**src/rtl/outer_update_pkg.sv**
```systemverilog
package outer_update_pkg;

  typedef enum logic [1:0] {
    POL_IDLE = 2'b00,
    POL_DEC  = 2'b01,  // positive write voltage
    POL_INC  = 2'b10   // negative write voltage
  } pol_e;

  typedef enum logic [2:0] {
    ST_IDLE,
    ST_PLAN,
    ST_ARM,
    ST_PULSE,
    ST_HOLD,
    ST_READ,
    ST_DONE
  } st_e;

  // phase index: bit1 = input negative, bit0 = error negative
  function automatic pol_e phase_pol(input logic [1:0] ph);
    return (ph[0] == ph[1]) ? POL_INC : POL_DEC;
  endfunction

endpackage

```
**src/rtl/oup_col_width.sv**
```systemverilog
module oup_col_width #(
  parameter int ERR_W      = 12,
  parameter int ALPHA_W    = 12,
  parameter int FRAC       = 8,
  parameter int UNIT_TICKS = 10,
  parameter int MAX_TICKS  = 255,
  parameter int W_W        = 8
) (
  input  logic [ERR_W-1:0]   err_i,
  input  logic [ALPHA_W-1:0] alpha_i,
  input  logic               disc_i,
  output logic [W_W-1:0]     width_o,
  output logic               neg_o
);
  localparam int PW = ALPHA_W + ERR_W + 9;

  logic [ERR_W:0] mag;
  logic [PW-1:0]  prod, scaled, aw, raw;

  always_comb begin
    mag    = err_i[ERR_W-1] ? (ERR_W+1)'(-$signed({err_i[ERR_W-1], err_i}))
                            : {1'b0, err_i};
    prod   = PW'(alpha_i) * PW'(mag);
    scaled = prod * PW'(UNIT_TICKS) + (PW'(1) << (2*FRAC-1));
    aw     = (PW'(alpha_i) * PW'(UNIT_TICKS) + (PW'(1) << (FRAC-1))) >> FRAC;
    if (disc_i)
      raw = (mag >= (ERR_W+1)'(1 << (FRAC-1))) ? aw : '0;
    else
      raw = scaled >> (2*FRAC);
    width_o = (raw > PW'(MAX_TICKS)) ? W_W'(MAX_TICKS) : raw[W_W-1:0];
    neg_o   = err_i[ERR_W-1];
  end

endmodule

```
**src/rtl/oup_phase_plan.sv**
```systemverilog
module oup_phase_plan #(
  parameter int N_ROWS     = 3,
  parameter int N_COLS     = 3,
  parameter int W_W        = 8,
  parameter int UNIT_TICKS = 10
) (
  input  logic [N_ROWS-1:0]             x_i,
  input  logic [N_ROWS-1:0]             xneg_i,
  input  logic                          sgn_i,
  input  logic [N_COLS-1:0][W_W-1:0]    width_i,
  input  logic [N_COLS-1:0]             neg_i,
  output logic [3:0][N_ROWS-1:0]        row_m_o,
  output logic [3:0][N_COLS-1:0]        col_m_o,
  output logic [3:0][W_W-1:0]           span_o,
  output logic [3:0]                    live_o
);
  for (genvar p = 0; p < 4; p++) begin : g_ph
    localparam bit X_NEG = (p >= 2);
    localparam bit E_NEG = ((p % 2) == 1);

    logic [N_ROWS-1:0] rm;
    logic [N_COLS-1:0] cm;
    logic [W_W-1:0]    sp;

    always_comb begin
      if (sgn_i) rm = X_NEG ? (x_i & xneg_i) : (x_i & ~xneg_i);
      else       rm = X_NEG ? '0 : x_i;
      sp = W_W'(UNIT_TICKS);
      for (int c = 0; c < N_COLS; c++) begin
        cm[c] = (width_i[c] != '0) && (neg_i[c] == E_NEG);
        if (cm[c] && (width_i[c] > sp)) sp = width_i[c];
      end
    end

    assign row_m_o[p] = rm;
    assign col_m_o[p] = cm;
    assign span_o[p]  = sp;
    assign live_o[p]  = (|rm) && (|cm);
  end

endmodule

```
**src/rtl/outer_update_seq.sv**
```systemverilog
module outer_update_seq
  import outer_update_pkg::*;
#(
  parameter int N_ROWS     = 3,
  parameter int N_COLS     = 3,
  parameter int ERR_W      = 12,
  parameter int ALPHA_W    = 12,
  parameter int FRAC       = 8,
  parameter int UNIT_TICKS = 10,
  parameter int READ_TICKS = 10,
  parameter int MAX_TICKS  = 255
) (
  input  logic                      clk_i,
  input  logic                      rst_ni,
  input  logic                      tick_i,
  input  logic                      start_i,
  input  logic                      read_i,
  input  logic                      disc_i,
  input  logic                      sgn_i,
  input  logic [N_ROWS-1:0]         x_i,
  input  logic [N_ROWS-1:0]         xneg_i,
  input  logic [N_COLS*ERR_W-1:0]   err_i,
  input  logic [ALPHA_W-1:0]        alpha_i,
  output logic [N_ROWS-1:0]         row_en_o,
  output logic [N_COLS-1:0]         col_en_o,
  output logic [1:0]                pol_o,
  output logic [N_ROWS-1:0]         read_o,
  output logic                      busy_o,
  output logic                      done_o
);
  localparam int W_W     = $clog2(MAX_TICKS + 1);
  localparam int CNT_MAX = (MAX_TICKS > READ_TICKS) ? MAX_TICKS : READ_TICKS;
  localparam int CW      = $clog2(CNT_MAX + 1);

  st_e                     st_q;
  logic [1:0]              ph_q;
  logic [CW-1:0]           cnt_q, cnt_nx;
  logic [N_ROWS-1:0]       x_q, xn_q;
  logic                    sgn_q, disc_q;
  logic [N_COLS*ERR_W-1:0] err_q;
  logic [ALPHA_W-1:0]      alpha_q;

  logic [N_COLS-1:0][W_W-1:0] width;
  logic [N_COLS-1:0]          cneg;
  logic [3:0][N_ROWS-1:0]     row_m;
  logic [3:0][N_COLS-1:0]     col_m;
  logic [3:0][W_W-1:0]        span;
  logic [3:0]                 live;
  logic                       nxt_ok;
  logic [1:0]                 nxt_ph;
  logic                       span_end, read_end;

  for (genvar c = 0; c < N_COLS; c++) begin : g_col
    oup_col_width #(
      .ERR_W(ERR_W), .ALPHA_W(ALPHA_W), .FRAC(FRAC),
      .UNIT_TICKS(UNIT_TICKS), .MAX_TICKS(MAX_TICKS), .W_W(W_W)
    ) u_w (
      .err_i   (err_q[c*ERR_W +: ERR_W]),
      .alpha_i (alpha_q),
      .disc_i  (disc_q),
      .width_o (width[c]),
      .neg_o   (cneg[c])
    );
  end

  oup_phase_plan #(
    .N_ROWS(N_ROWS), .N_COLS(N_COLS), .W_W(W_W), .UNIT_TICKS(UNIT_TICKS)
  ) u_plan (
    .x_i     (x_q),
    .xneg_i  (xn_q),
    .sgn_i   (sgn_q),
    .width_i (width),
    .neg_i   (cneg),
    .row_m_o (row_m),
    .col_m_o (col_m),
    .span_o  (span),
    .live_o  (live)
  );

  // lowest live phase above the current one (any, when planning)
  always_comb begin
    nxt_ok = 1'b0;
    nxt_ph = '0;
    for (int p = 3; p >= 0; p--) begin
      if (live[p] && ((st_q == ST_PLAN) || (p > int'(ph_q)))) begin
        nxt_ok = 1'b1;
        nxt_ph = 2'(p);
      end
    end
  end

  assign cnt_nx   = cnt_q + 1'b1;
  assign span_end = (cnt_nx == CW'(span[ph_q]));
  assign read_end = (cnt_nx == CW'(READ_TICKS));

  always_ff @(posedge clk_i or negedge rst_ni) begin
    if (!rst_ni) begin
      st_q    <= ST_IDLE;
      ph_q    <= '0;
      cnt_q   <= '0;
      x_q     <= '0;
      xn_q    <= '0;
      sgn_q   <= 1'b0;
      disc_q  <= 1'b0;
      err_q   <= '0;
      alpha_q <= '0;
    end else begin
      case (st_q)
        ST_IDLE: if (start_i) begin
          x_q     <= x_i;
          xn_q    <= xneg_i;
          sgn_q   <= sgn_i;
          disc_q  <= disc_i;
          err_q   <= err_i;
          alpha_q <= alpha_i;
          cnt_q   <= '0;
          st_q    <= read_i ? ST_READ : ST_PLAN;
        end
        ST_PLAN: begin
          ph_q <= nxt_ph;
          st_q <= nxt_ok ? ST_ARM : ST_DONE;
        end
        ST_ARM: if (tick_i) begin
          cnt_q <= '0;
          st_q  <= ST_PULSE;
        end
        ST_PULSE: if (tick_i) begin
          if (span_end) begin
            cnt_q <= '0;
            st_q  <= ST_HOLD;
          end else begin
            cnt_q <= cnt_nx;
          end
        end
        ST_HOLD: if (tick_i) begin
          ph_q <= nxt_ok ? nxt_ph : ph_q;
          st_q <= nxt_ok ? ST_ARM : ST_DONE;
        end
        ST_READ: if (tick_i) begin
          if (read_end) st_q <= ST_DONE;
          else          cnt_q <= cnt_nx;
        end
        ST_DONE: st_q <= ST_IDLE;
        default: st_q <= ST_IDLE;
      endcase
    end
  end

  always_comb begin
    pol_o    = POL_IDLE;
    row_en_o = '0;
    col_en_o = '0;
    if ((st_q == ST_ARM) || (st_q == ST_PULSE) || (st_q == ST_HOLD))
      pol_o = phase_pol(ph_q);
    if (st_q == ST_PULSE) begin
      if (cnt_q < CW'(UNIT_TICKS)) row_en_o = row_m[ph_q];
      for (int c = 0; c < N_COLS; c++)
        col_en_o[c] = col_m[ph_q][c] && (cnt_q < CW'(width[c]));
    end
  end

  assign read_o = (st_q == ST_READ) ? x_q : '0;
  assign busy_o = (st_q != ST_IDLE);
  assign done_o = (st_q == ST_DONE);

endmodule

```
**config.mk**
```make
export PLATFORM = sky130hd
export DESIGN_NAME = outer_update_seq
export DESIGN_NICKNAME = d
export VERILOG_FILES = /design/src/rtl/outer_update_pkg.sv /design/src/rtl/oup_col_width.sv /design/src/rtl/oup_phase_plan.sv /design/src/rtl/outer_update_seq.sv
export SDC_FILE = /design/constraint.sdc
export NUM_CORES = 1
export LEC_CHECK = 0
export BUFFER_PORTS_ARGS = -buffer_cell sky130_fd_sc_hd__buf_2
export CAP_MARGIN = 10
export CORE_UTILIZATION = 42
export CTS_BUF_LIST = sky130_fd_sc_hd__clkbuf_2
export CTS_CLUSTER_DIAMETER = 100
export CTS_CLUSTER_SIZE = 40
export DETAILED_ROUTE_END_ITERATION = 10
export SLEW_MARGIN = 20
export SYNTH_ARGS = -nofsm -noshare
export SYNTH_HDL_FRONTEND = slang
export SYNTH_SLANG_ARGS = --single-unit
```
**constraint.sdc**
```tcl
create_clock -name clk_i -period 13 [get_ports clk_i]
set_input_delay 0.65 -clock clk_i [delete_from_list [all_inputs] [get_ports clk_i]]
set_output_delay 0.65 -clock clk_i [all_outputs]
set_load 0.01 [all_outputs]
```
==> impl_results.md <==
- Vias after detailed routing: 23722
- CP Max Fanout: 8
- Synthesized cell area: approximately 26000 µm²
- Cell count after synthesis: 3142
- Area share of the largest cell type after synthesis: between 20% and 30%
- Dpl ws: -0.9665 ns
- Achievable Freq: roughly 0.073 GHz
- Routability Congestion: between 0.9 and 1
- Worst relative slew slack: about 45%
- Final hold vios: 0
- Nature of the critical path endpoint: flip-flop
- Placeable Area: 61830 µm²
- R2R Setup Slk: -0.68 ns
- CTS Buf Count: 9
- Vias in the first global route: 24124
- CTS tree: done
- First-pass DRT Iterations: 5
- Area Overhead vs Synth: 25.91%
- First-pass GRT wire length: 122400 µm
- Port Buffers: 73
- Initial antenna violation count: 4
- Final Cycle Share: 105.2%
- Chip height: roughly 250 µm
- Placed cells: about 4500
- Clock Sinks: 69
- # rows: just over 90
- Vias/cell: 5.224
- Critical Path AT: about 14 ns
- Hold Crit Start: xneg_i[0]
- Max-Cap Viols: 0
- Largest area contributor in the netlist: fa_1
- CP endpoint: cnt_q[5]$_DFFE_PN0P_
- Ports: 74
- Fin nets: 4491
- Asr flop ratio synth: 100.0%
- Crit path launch: err_q[4]$_DFFE_PN0P_
- Die W: 252.5 µm
- Worst-skew pair later-pin latency: roughly 0.75 ns
- Ranking of synthesized cells by area: fa_1 25%, ha_1 19%, dfrtp_1 6.6%, inv_1 6.5%, nand2_1 5.6%
- CP max stage delay: 0.57 ns
- Worst r2r src: err_q[4]$_DFFE_PN0P_
- Final WL: between 70000 and 80000 µm
- Worst Slack Setup Final: -0.6774 ns
- Residual DRC: 0
- HPWL after DPL: 61470 µm
- Final Max Tran Viols: 0
- Largest net degree at the start of global routing: 70
- Die area: 63770 µm²
- Iter 0 DRT Violations: 1271
- Ratio of cells with drive above 1 in the final layout: ~25%
- Post-synthesis sequential area ratio: 6.551%
- R2R depth: 69
- Post-synth EDFFs: 0
- Worst Skew: around 0.042 ns
- Max H-tree Level: 3
- Hold Slack: between 0.09 and 0.1 ns
- Status: finished, violations left
- CP Launch Type: flip-flop
- Crit path kind: flip-flop to flip-flop
- Worst Hold Class: input pin to flip-flop
- CTS root buf: clkbuf_2
- Unrepaired setup endpoints after global routing: true
- Reg2Reg Capture Point: cnt_q[5]$_DFFE_PN0P_
- Global Route Usage Sum: 23.88%
- Reg clk slew, reported paths: 0.27 ns
- Worst Max-Slew Pin Slew: between 0.8 and 0.9 ns
- Unique masters post-synth: 92
- Main flop type after synthesis: dfrtp_1
- Critical Path RT: 13.62 ns
- Antenna Nets Post-Route: 0
- Avg Inst Size Synth: ~8.4 µm²
- Fin cells: 4541
- Grt total ovfl: 0
- Failing checks: setup timing
- Slowest cell on crit path: or4_4
- Synth Register Bits: 69
- Initial Utilization: 42.63%
- Yosys warns: 0
- Maximum buffer depth of the clock tree: 2
- Post-layout min period: 13.68 ns
- Setup-failing EPs final: 11
- Routed wire length per instance: around 16 µm
cells in the mapped netlist (12+ instances only):
| library cell | number |
|---|---|
| or3_1 | 21 |
| mux2i_1 | 13 |
| and2_1 | 184 |
| nand4_1 | 33 |
| a21o_1 | 41 |
| mux2_2 | 53 |
| dfrtp_1 | 69 |
| nor3_1 | 38 |
| xor2_1 | 38 |
| a31oi_1 | 12 |
| inv_1 | 455 |
| nand2b_1 | 32 |
| o21bai_1 | 22 |
| nand3_1 | 43 |
| a21oi_1 | 147 |
| nor2_1 | 98 |
| o21a_1 | 31 |
| o21ai_0 | 113 |
| a211oi_1 | 24 |
| ha_1 | 402 |
| xnor2_1 | 101 |
| fa_1 | 330 |
| clkbuf_1 | 115 |
| o211ai_1 | 18 |
| nor2b_1 | 26 |
| and3_1 | 20 |
| nand2_1 | 391 |
| o31ai_1 | 24 |
| nor4_1 | 19 |
critical path, delay by kind of cell (launching register included):
| family | cells | cell delay, ns |
|---|---|---|
| xor gates and xnor gates | 3 | 0.40 |
| buffers and inverters | 6 | 0.76 |
| muxes | 1 | 0.16 |
| DFF | 1 | 0.44 |
| AOI/OAI and AO/OA | 34 | 5.10 |
| adders and majority gates | 9 | 3.72 |
| and+or+nand+nor | 16 | 2.94 |
layer usage:
metal | part of all wire [%] | global-route usage [%]
met5 | 0.016 | 0
met2 | 47 | 40.13
met3 | 5.2 | 3.419
met1 | 46 | 32.66
met4 | 1.7 | 4.433
worst min path at each step:
stage                                   to  depth (start not counted)
floorplan           alpha_q[0]$_DFFE_PN0P_                          0
global placement     err_q[33]$_DFFE_PN0P_                          1
detailed placement   err_q[33]$_DFFE_PN0P_                          1
CTS                  err_q[27]$_DFFE_PN0P_                          2
global route         err_q[27]$_DFFE_PN0P_                          2
finish                 xn_q[0]$_DFFE_PN0P_                          2
area by class of cell:
| type | count | area [µm²] |
|---|---|---|
| Antenna cell | 1 | 2.502 |
| Clock buffer | 9 | 45.04 |
| Clock inverter | 7 | 113.9 |
| Fill cell | 5845 | 28640 |
| Inverter | 456 | 1714 |
| Multi-Input combinational cell | 2527 | 23770 |
| Sequential cell | 69 | 1728 |
| Tap cell | 837 | 1047 |
| Timing Repair Buffer | 635 | 4770 |
repair_timing:
action | CTS | global route
gates resized for setup | 94 | 100
hold endpoints to repair | 16 | 0
buffers inserted | 25 | 35
endpoints found under the setup margin | 11 | 12
hold buffers | 8 | 0
pin swaps | 79 | 92
flip-flops by register name, indices dropped and copies added (netlist names):
register,cells
alpha_q,12
cnt_q,8
disc_q,1
err_q,36
ph_q,2
sgn_q,1
st_q,3
x_q,3
xn_q,3
layout by cell type, fill, tap and decap left out, types with 31 or more instances in the layout:
cell | synthesis | final
a21o_1 | 41 | 41
a21oi_1 | 147 | 121
and2_1 | 184 | 179
buf_2 | 2 | 72
buf_4 | 1 | 535
conb_1 | 2 | 36
dfrtp_1 | 69 | 68
fa_1 | 330 | 329
ha_1 | 402 | 388
inv_1 | 455 | 449
mux2_2 | 53 | 53
nand2_1 | 391 | 384
nand2b_1 | 32 | 32
nand3_1 | 43 | 42
nand4_1 | 33 | 33
nor2_1 | 98 | 89
nor3_1 | 38 | 35
o21a_1 | 31 | 31
o21ai_0 | 113 | 84
xnor2_1 | 101 | 81
xor2_1 | 38 | 36
logic make-up after synthesis:
| family | Yosys count | share of synthesized area [%] |
|---|---|---|
| adders and majority gates | 734 | 44.22 |
| xor gates and xnor gates | 139 | 4.619 |
| and+or+nand+nor | 978 | 18.72 |
| muxes | 67 | 2.815 |
| AOI/OAI and AO/OA | 573 | 14.70 |
| other | 2 | 0.02849 |
| buffers and inverters | 580 | 8.350 |
| DFF | 69 | 6.551 |
through the flow:
| step | cell area (µm²) | TNS, ns | utilization, % |
|---|---|---|---|
| 5_1_grt | 33190 | -13.57 | 53.68 |
| 4_1_cts | 32430 | -4.579 | 52.46 |
| 2_1_floorplan | 26820 | -1.494 | - |
| 6_report | 33190 | -6.611 | 53.68 |
| 3_3_place_gp | 31560 | -9.002 | 51.05 |
| 3_5_place_dp | 31560 | -9.769 | 51.05 |
Power is left out: the tool's default activity adds up to more than one toggle a clock period on the data nets, which glitch-free logic cannot reach.
